[config.mk]
export PLATFORM = sky130hd
export DESIGN_NAME = sdm_sinc2_decim
export DESIGN_NICKNAME = d
export VERILOG_FILES = /design/src/rtl/sdm_pkg.sv /design/src/rtl/sdm_loop_front.sv /design/src/rtl/sdm_integrator.sv /design/src/rtl/sdm_comb.sv /design/src/rtl/sdm_decim_ctrl.sv /design/src/rtl/sdm_sinc2_decim.sv
export SDC_FILE = /design/constraint.sdc
export NUM_CORES = 1
export LEC_CHECK = 0
export BUFFER_PORTS_ARGS = -buffer_cell sky130_fd_sc_hd__buf_2
export CORE_UTILIZATION = 43
export CTS_CLUSTER_DIAMETER = 150
export DETAILED_ROUTE_END_ITERATION = 8
export SYNTH_ARGS = -nofsm -noshare
export SYNTH_HDL_FRONTEND = slang
export SYNTH_HIERARCHICAL = 1
export SYNTH_SLANG_ARGS = --single-unit
export TNS_END_PERCENT = 10
[constraint.sdc]
create_clock -name clk -period 5.9 [get_ports clk]
set_input_delay 0.295 -clock clk [delete_from_list [all_inputs] [get_ports clk]]
set_output_delay 0.295 -clock clk [all_outputs]
set_load 0.005 [all_outputs]
[src/rtl/sdm_pkg.sv]
package sdm_pkg;

   typedef enum logic {
      FMT_OFFSET = 1'b0,
      FMT_SIGNED = 1'b1
   } sample_fmt_e;

   // bits needed to hold DECIM**ORDER without loss, plus one for the full-scale code
   function automatic int unsigned cic_growth(input int unsigned decim, input int unsigned order);
      return order * $clog2(decim) + 1;
   endfunction

   function automatic bit is_pow2(input int unsigned v);
      return (v != 0) && ((v & (v - 1)) == 0);
   endfunction

endpackage

[src/rtl/sdm_loop_front.sv]
module sdm_loop_front #(
   parameter int unsigned SYNC_STAGES = 2
) (
   input  logic clk,
   input  logic rst_n,
   input  logic comp_i,
   output logic bit_o
);

   if (SYNC_STAGES < 2) begin : g_bad_sync
      $error("sdm_loop_front: SYNC_STAGES must be at least 2");
   end

   logic [SYNC_STAGES-1:0] sync_q;
   logic                   fb_q;

   always_ff @(posedge clk or negedge rst_n) begin
      if (!rst_n) begin
         sync_q <= '0;
         fb_q   <= 1'b0;
      end else begin
         sync_q <= {sync_q[SYNC_STAGES-2:0], comp_i};
         fb_q   <= sync_q[SYNC_STAGES-1];
      end
   end

   assign bit_o = fb_q;

   // cycles since reset, used only to keep the latency check inside valid history
   logic [1:0] settle_q;
   always_ff @(posedge clk or negedge rst_n) begin
      if (!rst_n)                settle_q <= 2'd0;
      else if (settle_q != 2'd3) settle_q <= settle_q + 2'd1;
   end

   if (SYNC_STAGES == 2) begin : g_lat_chk
      AST_FB_LATENCY: assert property (@(posedge clk) disable iff (!rst_n)
         (settle_q == 2'd3) |-> (bit_o == $past(comp_i, 3)))
         else $error("feedback latency broken");
   end

endmodule

[src/rtl/sdm_integrator.sv]
module sdm_integrator #(
   parameter int unsigned W = 26
) (
   input  logic         clk,
   input  logic         rst_n,
   input  logic [W-1:0] din,
   output logic [W-1:0] dout
);

   logic [W-1:0] acc_q;

   // modulo 2^W accumulation; the comb differences cancel the wrap
   always_ff @(posedge clk or negedge rst_n) begin
      if (!rst_n) acc_q <= '0;
      else        acc_q <= acc_q + din;
   end

   assign dout = acc_q;

endmodule

[src/rtl/sdm_comb.sv]
module sdm_comb #(
   parameter int unsigned W = 26
) (
   input  logic         clk,
   input  logic         rst_n,
   input  logic         en,
   input  logic [W-1:0] din,
   output logic [W-1:0] dout
);

   logic [W-1:0] dly_q;

   always_ff @(posedge clk or negedge rst_n) begin
      if (!rst_n)  dly_q <= '0;
      else if (en) dly_q <= din;
   end

   assign dout = din - dly_q;

endmodule

[src/rtl/sdm_decim_ctrl.sv]
module sdm_decim_ctrl #(
   parameter int unsigned DECIM = 2048,
   parameter int unsigned ORDER = 2
) (
   input  logic clk,
   input  logic rst_n,
   output logic tick_o,
   output logic primed_o
);

   localparam int unsigned CNT_W  = (DECIM > 1) ? $clog2(DECIM) : 1;
   localparam int unsigned FILL_W = $clog2(ORDER + 1);

   logic [CNT_W-1:0]  cnt_q;
   logic [FILL_W-1:0] fill_q;

   assign tick_o   = (cnt_q == CNT_W'(DECIM - 1));
   assign primed_o = (fill_q == FILL_W'(ORDER));

   always_ff @(posedge clk or negedge rst_n) begin
      if (!rst_n) begin
         cnt_q <= '0;
      end else if (tick_o) begin
         cnt_q <= '0;
      end else begin
         cnt_q <= cnt_q + 1'b1;
      end
   end

   // one tick per comb delay must pass before the output means anything
   always_ff @(posedge clk or negedge rst_n) begin
      if (!rst_n)                   fill_q <= '0;
      else if (tick_o && !primed_o) fill_q <= fill_q + 1'b1;
   end

   AST_CNT_WRAP: assert property (@(posedge clk) disable iff (!rst_n)
      tick_o |=> (cnt_q == '0))
      else $error("decimation counter did not restart");

   AST_PRIMED_STICKY: assert property (@(posedge clk) disable iff (!rst_n)
      primed_o |=> primed_o)
      else $error("fill state dropped");

endmodule

[src/rtl/sdm_sinc2_decim.sv]
module sdm_sinc2_decim #(
   parameter int unsigned          DECIM       = 2048,
   parameter int unsigned          ORDER       = 2,
   parameter int unsigned          ACC_W       = 26,
   parameter int unsigned          OUT_W       = 16,
   parameter int unsigned          SYNC_STAGES = 2,
   parameter sdm_pkg::sample_fmt_e OUT_FMT     = sdm_pkg::FMT_OFFSET
) (
   input  logic             clk,
   input  logic             rst_n,
   input  logic             comp_i,
   output logic             fb_o,
   output logic [OUT_W-1:0] sample_o,
   output logic             valid_o
);

   localparam int unsigned    NEED_W     = sdm_pkg::cic_growth(DECIM, ORDER);
   localparam int unsigned    FS_LOG2    = ORDER * $clog2(DECIM);
   localparam logic [ACC_W:0] FULL_WIDE  = (ACC_W + 1)'(1) << FS_LOG2;
   localparam logic [ACC_W-1:0] FULL_SCALE = FULL_WIDE[ACC_W-1:0];
   localparam logic [ACC_W-1:0] HALF_SCALE = FULL_WIDE[ACC_W:1];

   // elaboration-time parameter checks
   if (!sdm_pkg::is_pow2(DECIM) || DECIM < 2) begin : g_bad_decim
      $error("sdm_sinc2_decim: DECIM must be a power of two, at least 2");
   end
   if (ORDER < 1) begin : g_bad_order
      $error("sdm_sinc2_decim: ORDER must be at least 1");
   end
   if (ACC_W < NEED_W) begin : g_bad_accw
      $error("sdm_sinc2_decim: ACC_W too narrow for DECIM**ORDER");
   end
   if (OUT_W > ACC_W || OUT_W < 1) begin : g_bad_outw
      $error("sdm_sinc2_decim: OUT_W must lie in 1..ACC_W");
   end

   // modulator loop: synchronise, register, feed back
   logic bitstream;

   sdm_loop_front #(
      .SYNC_STAGES (SYNC_STAGES)
   ) u_front (
      .clk    (clk),
      .rst_n  (rst_n),
      .comp_i (comp_i),
      .bit_o  (bitstream)
   );

   assign fb_o = bitstream;

   // integrator cascade at the modulator rate
   logic [ACC_W-1:0] integ [0:ORDER];
   assign integ[0] = {{(ACC_W-1){1'b0}}, bitstream};

   for (genvar gi = 0; gi < ORDER; gi++) begin : g_integ
      sdm_integrator #(
         .W (ACC_W)
      ) u_integ (
         .clk   (clk),
         .rst_n (rst_n),
         .din   (integ[gi]),
         .dout  (integ[gi+1])
      );
   end

   // decimation timing
   logic tick;
   logic primed;

   sdm_decim_ctrl #(
      .DECIM (DECIM),
      .ORDER (ORDER)
   ) u_ctrl (
      .clk      (clk),
      .rst_n    (rst_n),
      .tick_o   (tick),
      .primed_o (primed)
   );

   // comb cascade, delays advance once per decimation tick
   logic [ACC_W-1:0] comb [0:ORDER];
   assign comb[0] = integ[ORDER];

   for (genvar gc = 0; gc < ORDER; gc++) begin : g_comb
      sdm_comb #(
         .W (ACC_W)
      ) u_comb (
         .clk   (clk),
         .rst_n (rst_n),
         .en    (tick),
         .din   (comb[gc]),
         .dout  (comb[gc+1])
      );
   end

   // output format
   logic [ACC_W-1:0] fmt_word;

   if (OUT_FMT == sdm_pkg::FMT_SIGNED) begin : g_fmt_signed
      assign fmt_word = comb[ORDER] - HALF_SCALE;
   end else begin : g_fmt_offset
      assign fmt_word = comb[ORDER];
   end

   logic [OUT_W-1:0] sample_q;
   logic             valid_q;

   always_ff @(posedge clk or negedge rst_n) begin
      if (!rst_n) begin
         sample_q <= '0;
         valid_q  <= 1'b0;
      end else begin
         valid_q <= tick && primed;
         if (tick && primed) sample_q <= fmt_word[ACC_W-1 -: OUT_W];
      end
   end

   assign sample_o = sample_q;
   assign valid_o  = valid_q;

   AST_STROBE_PULSE: assert property (@(posedge clk) disable iff (!rst_n)
      valid_o |=> !valid_o)
      else $error("strobe wider than one cycle");

   AST_SAMPLE_HOLD: assert property (@(posedge clk) disable iff (!rst_n)
      !valid_o |-> $stable(sample_o))
      else $error("sample changed without strobe");

   AST_NO_OVERFLOW: assert property (@(posedge clk) disable iff (!rst_n)
      (tick && primed) |-> (comb[ORDER] <= FULL_SCALE))
      else $error("comb result beyond full scale");

   AST_NO_EARLY_STROBE: assert property (@(posedge clk) disable iff (!rst_n)
      valid_o |-> $past(primed))
      else $error("strobe before comb delays filled");

endmodule

==> results of run 1 <==
## cell usage in the layout (no fill, tap or decap), types with 13 or more instances in the layout
cell type  count
xor2_1        45
a31oi_1       14
a21oi_1       76
o21bai_1      13
and3_1        14
buf_2         19
inv_1         77
o21ai_0       79
o21a_1        14
a21o_1        44
nor2_1        34
dfrtp_1      137
clkbuf_16     17
xnor2_1       52
conb_1        26
nand4_1       30
nand2_1      109
ha_1         102
nand3_1       27
## final cells by class
cell class	count	area [um^2]
clock buffers	20	447
clock inverters	12	188
fillers	2194	11800
inverters	77	289
multi-input cells	842	6170
flip-flops and latches	137	3430
well taps	313	392
repair buffers	24	141
## stage by stage
stage,setup WS (ns),utilization [%]
2_1_floorplan,1.62,-
3_3_place_gp,1.35,45.5
3_5_place_dp,1.25,45.5
4_1_cts,1.23,48.4
5_1_grt,1.01,48.4
6_report,1.24,48.4
## layer usage
layer / share of wire (%) / GRT usage (%) / vias up / routed length [um]
li1: - / - / 3870 / -
met4: 1.6 / 6.07 / 0 / 327
met1: 51 / 24.3 / 3530 / 10300
met5: 0 / 0 / - / 0
met2: 45 / 28.8 / 99 / 9120
met3: 2.0 / 2.51 / 26 / 397
## final timing paths
| path | startpoint | end | slack (ns) |
|---|---|---|---|
| max in group asynchronous | rst_n | g_comb[0].u_comb/dly_q[17] | 4.12 |
| setup reg to reg | g_integ[1].u_integ/dout[0] | sample_o[10] | 1.24 |
| setup / recovery | g_integ[1].u_integ/dout[0] | sample_o[10] | 1.24 |
| min in group asynchronous | rst_n | g_comb[1].u_comb/dly_q[1] | 0.44 |
| hold / removal | u_front/sync_q[0] | u_front/sync_q[1] | 0.35 |
| hold reg to reg | u_front/sync_q[0] | u_front/sync_q[1] | 0.35 |
## critical path: stages, from the launching register on
cell,delay (ns)
dfrtp_1,0.40
inv_1,0.07
ha_1,0.16
inv_1,0.05
fa_1,0.40
a21o_1,0.21
a31o_2,0.27
a211oi_2,0.32
o31ai_1,0.17
a311o_1,0.38
xor2_1,0.17
ha_1,0.42
and4_1,0.36
nand2_2,0.07
or4_4,0.52
and3_1,0.21
xnor2_1,0.12
mux2_4,0.26
## sequential cells by signal, summed over array words and instances, names as in the netlist
name                  flops
u_ctrl/fill_q             2
u_front/bit_o             1
sample_o                 16
g_comb.u_comb/dly_q      52
u_front/sync_q            2
valid_o                   1
g_integ.u_integ/dout     52
u_ctrl/cnt_q             11
==> out/results.tsv, run 1 <==
stage	metric	value	unit
outcome	status	complete, no violations	
clock_tree	root buf cell	clkbuf_16	
place	RD Place Congestion	0.916	
place	placed insts	1391	
cells_and_area	n_diodes	0	
sta	unrepaired setup endpoints after global routing	no	
sta	Slew Viols, Final	0	
global_route	first-pass GRT wire length	34.9	mm
global_route	antenna violations before repair	0	
detailed_routing	final WL	20.1	mm
clock_tree	postcts setup bufs	0	
min_path	Worst Hold Class	register to register	
floorplanning	Initial Util	44.2	%
clock_tree	clock latency at the later pin of the worst-skew pair	0.42	ns
detailed_routing	WL per Instance	14.1	um
cells_and_area	post-route cell area	0.0111	mm^2
clock_tree	CTS tree	done	
clock_tree	Resized cells post-CTS	0	
floorplanning	core area	0.0228	mm^2
global_route	gr usage total	17.8	%
cells_and_area	Non-Filler Instances	1425	
setup_path	Startpoint Class	register	
floorplanning	I/O Pins	21	
cells_and_area	Area Overhead vs Synth	9.54	%
global_route	pin count of the biggest net entering global routing	106	
logic_synthesis	Syn. warnings	6	
floorplanning	Rows	55	
setup_path	critical path arrival	4.96	ns
sta	min Tclk post-route	4.66	ns
floorplanning	die footprint	0.0241	mm^2
clock_tree	Hold Buf Count CTS	2	
place	Detailed Place HPWL	15.0	mm
setup_path	Crit Path Class	register to register	
detailed_routing	TritonRoute pass-1 iters	5	
sta	endpoints failing hold	0	
sta	Tcrit/Tclk final	78.9	%
detailed_routing	DRC	0	
detailed_routing	Vias/cell	5.28	
floorplanning	Die Wd	155	um
logic_synthesis	Synth Instances	1076	
clock_tree	Clock Sinks	137	
job	max-capacitance violation count	0	
logic_synthesis	synthesized area	0.0101	mm^2
cells_and_area	layout cell share with drive strength beyond 1	12.0	%
setup_path	Reg2Reg Depth	17	
logic_synthesis	syn avg cell area	9.38	um^2
setup_path	worst-path fanout max	7	
sta	fmax	0.215	GHz
setup_path	Worst EP required	6.21	ns
clock_tree	CTS max path bufs	2	
sta	Tightest Pin Transition	0.895	ns
detailed_routing	Via Count	7525	
clock_tree	H-tree depth	4	
place	area post-placement	0.0104	mm^2
cells_and_area	nets	1208	
global_route	vias in the first global route	7257	
sta	relative slew slack	40.3	%
clock_tree	clock transition at the registers of the reported paths	0.06	ns
detailed_routing	DR iter-0 viols	461	
min_path	hold path cells	0	
sta	setup TNS	0	ns
global_route	gr ovfl total	0	
place	I/O Buffers	20	
clock_tree	total CTS buffers	17	
setup_path	crit path capture type	register	
floorplanning	Die Span Y	155	um
sta	clk_skew	0.0134	ns
detailed_routing	Final ANT Viol Nets	0	
sta	hold_ws	0.350	ns
sta	Final Setup Violations	0	
Power of run 1 is left out: the tool's default activity adds up to more than one toggle a clock period on the data nets, which glitch-free logic cannot reach.
==> run 2: changes to the inputs <==
Clock period 5.9 ns to 3.7 ns, I/O delays scaled along.
==> run 2 against run 1 <==
The flow now finishes with violations (negative setup slack). Cell count increased by 7.3%. Global-route usage increased by 1.1 points. Clock skew increased by 0.00091 ns. Design area increased by 8.8%. Count of clock-buffer cells in the layout decreased by 3. Utilization increased by 4.3 points. Register-to-register slack got worse by 1.5 ns. Routed wire length increased by 6.3%. Critical endpoint is now sample_o[14].
==> out/results.tsv, run 2 (same netlist as run 1, synthesis figures left out) <==
stage	metric	value	unit
detailed_routing	Via Count	7948	
detailed_routing	WL per Instance	14.0	um
sta	final worst slack	-0.262	ns
floorplanning	die footprint	0.0241	mm^2
cells_and_area	n_diodes	0	
sta	endpoints failing hold	0	
clock_tree	clock latency at the later pin of the worst-skew pair	0.43	ns
detailed_routing	DR iter-0 viols	499	
clock_tree	H-tree depth	4	
sta	clk_skew	0.0143	ns
cells_and_area	nets	1312	
outcome	failing checks	negative setup slack	
setup_path	Startpoint Class	register	
floorplanning	Initial Util	44.2	%
sta	Tcrit/Tclk final	107	%
clock_tree	root buf cell	clkbuf_16	
sta	Final Setup Violations	11	
clock_tree	Clock Sinks	137	
sta	unrepaired setup endpoints after global routing	yes	
detailed_routing	DRC	0	
setup_path	crit path capture type	register	
floorplanning	Die Wd	155	um
floorplanning	Rows	55	
place	area post-placement	0.0112	mm^2
global_route	antenna violations before repair	0	
setup_path	FF-to-FF setup slack	-0.26	ns
clock_tree	total CTS buffers	17	
floorplanning	Die Span Y	155	um
place	Detailed Place HPWL	15.9	mm
setup_path	Worst EP required	4.01	ns
sta	Tightest Pin Transition	0.804	ns
job	max-capacitance violation count	0	
global_route	pin count of the biggest net entering global routing	107	
place	RD Place Congestion	0.918	
sta	Slew Viols, Final	0	
floorplanning	I/O Pins	21	
sta	min Tclk post-route	3.96	ns
detailed_routing	TritonRoute pass-1 iters	5	
cells_and_area	most common cell after layout, fill and taps aside	dfrtp_1	
cells_and_area	post-route cell area	0.0120	mm^2
clock_tree	clock transition at the registers of the reported paths	0.07	ns
outcome	status	complete, but fails checks	
global_route	gr ovfl total	0	
global_route	gr usage total	18.9	%
cells_and_area	layout cell share with drive strength beyond 1	22.2	%
cells_and_area	Non-Filler Instances	1529	
floorplanning	core area	0.0228	mm^2
setup_path	critical path arrival	4.27	ns
sta	relative slew slack	46.4	%
global_route	first-pass GRT wire length	37.0	mm
detailed_routing	Final ANT Viol Nets	0	
sta	fmax	0.252	GHz
cells_and_area	Filler cells	2175	
setup_path	Crit Path Class	register to register	
cells_and_area	most frequent cells in the layout	dfrtp_1, nand2_1, buf_4	
global_route	vias in the first global route	7886	
setup_path	worst-path fanout max	5	
clock_tree	CTS tree	done	
place	I/O Buffers	20	
cells_and_area	Area Overhead vs Synth	19.2	%
clock_tree	CTS max path bufs	2	
detailed_routing	final WL	21.4	mm
detailed_routing	Vias/cell	5.20	
min_path	Worst Hold Class	register to register	
place	placed insts	1490	
sta	setup TNS	-1.68	ns
sta	hold_ws	0.353	ns
==> run 2: cell types whose count changed in the layout (fill, tap and decap cells not counted), moves of 3 or more <==
cell,delta
o21ai_1,+5
o21ai_0,-8
ha_1,-3
buf_4,+102
o21ai_2,+3
a21oi_2,+5
xor2_2,+4
a21oi_1,-5
xor2_1,-4
o31ai_1,-3
==> run 2: worst paths after layout <==
path,cells after the start,from,end
setup / recovery,18,g_integ[1].u_integ/dout[0],sample_o[14]
hold / removal,0,u_front/sync_q[1],u_front/bit_o
setup reg to reg,18,g_integ[1].u_integ/dout[0],sample_o[14]
hold reg to reg,0,u_front/sync_q[1],u_front/bit_o
max in group asynchronous,3,rst_n,g_comb[1].u_comb/dly_q[23]
min in group asynchronous,2,rst_n,g_comb[1].u_comb/dly_q[5]
==> run 2: final cells by class <==
cell class                 count  area, um^2  share of cell area (%)
clock inverter                15         188                    1.56
sequential                   137        3430                    28.5
timing repair buffer         128         938                    7.80
multi-input combinational    842        6380                    53.0
tap                          313         392                    3.25
inverter                      77         289                    2.40
clock buffer                  17         425                    3.53
==> run 2: worst max-delay path, cell delays in order, from the launching register on <==
cell      delay (ns)
dfrtp_1         0.38
inv_1           0.06
ha_2            0.18
inv_2           0.04
fa_2            0.33
a21o_1          0.19
a31o_4          0.25
a211oi_4        0.32
o31ai_4         0.11
a311o_1         0.30
xor2_2          0.17
ha_1            0.30
and4_4          0.23
buf_4           0.15
nand4_1         0.14
nor3_2          0.25
a211oi_2        0.08
xnor2_1         0.13
mux2_2          0.25
==> run 2: timing repair <==
action / 4_1_cts / 5_1_grt
hold endpoints to repair: 81 / 0
pin swaps: 14 / 15
setup buffers: 2 / 3
resized for setup: 14 / 27
setup endpoints to repair: 14 / 15
hold buffers: 2 / 0
==> run 2: stage by stage <==
stage	utilization, %	setup slack [ns]
after floorplan	-	-0.396
after global routing	52.7	-0.418
after global placement	49.0	-0.308
final	52.7	-0.262
after detailed placement	49.0	-0.388
after CTS	52.0	-0.304
==> run 2: routing by layer <==
metal	track usage (%)	part of all wire, %	vias to the layer above
met5	0	0	-
met4	5.65	1.6	0
met3	3.31	1.8	24
met2	31.7	47	96
met1	24.9	50	3748
li1	-	-	4080
Power of run 2 is left out for the same reason.
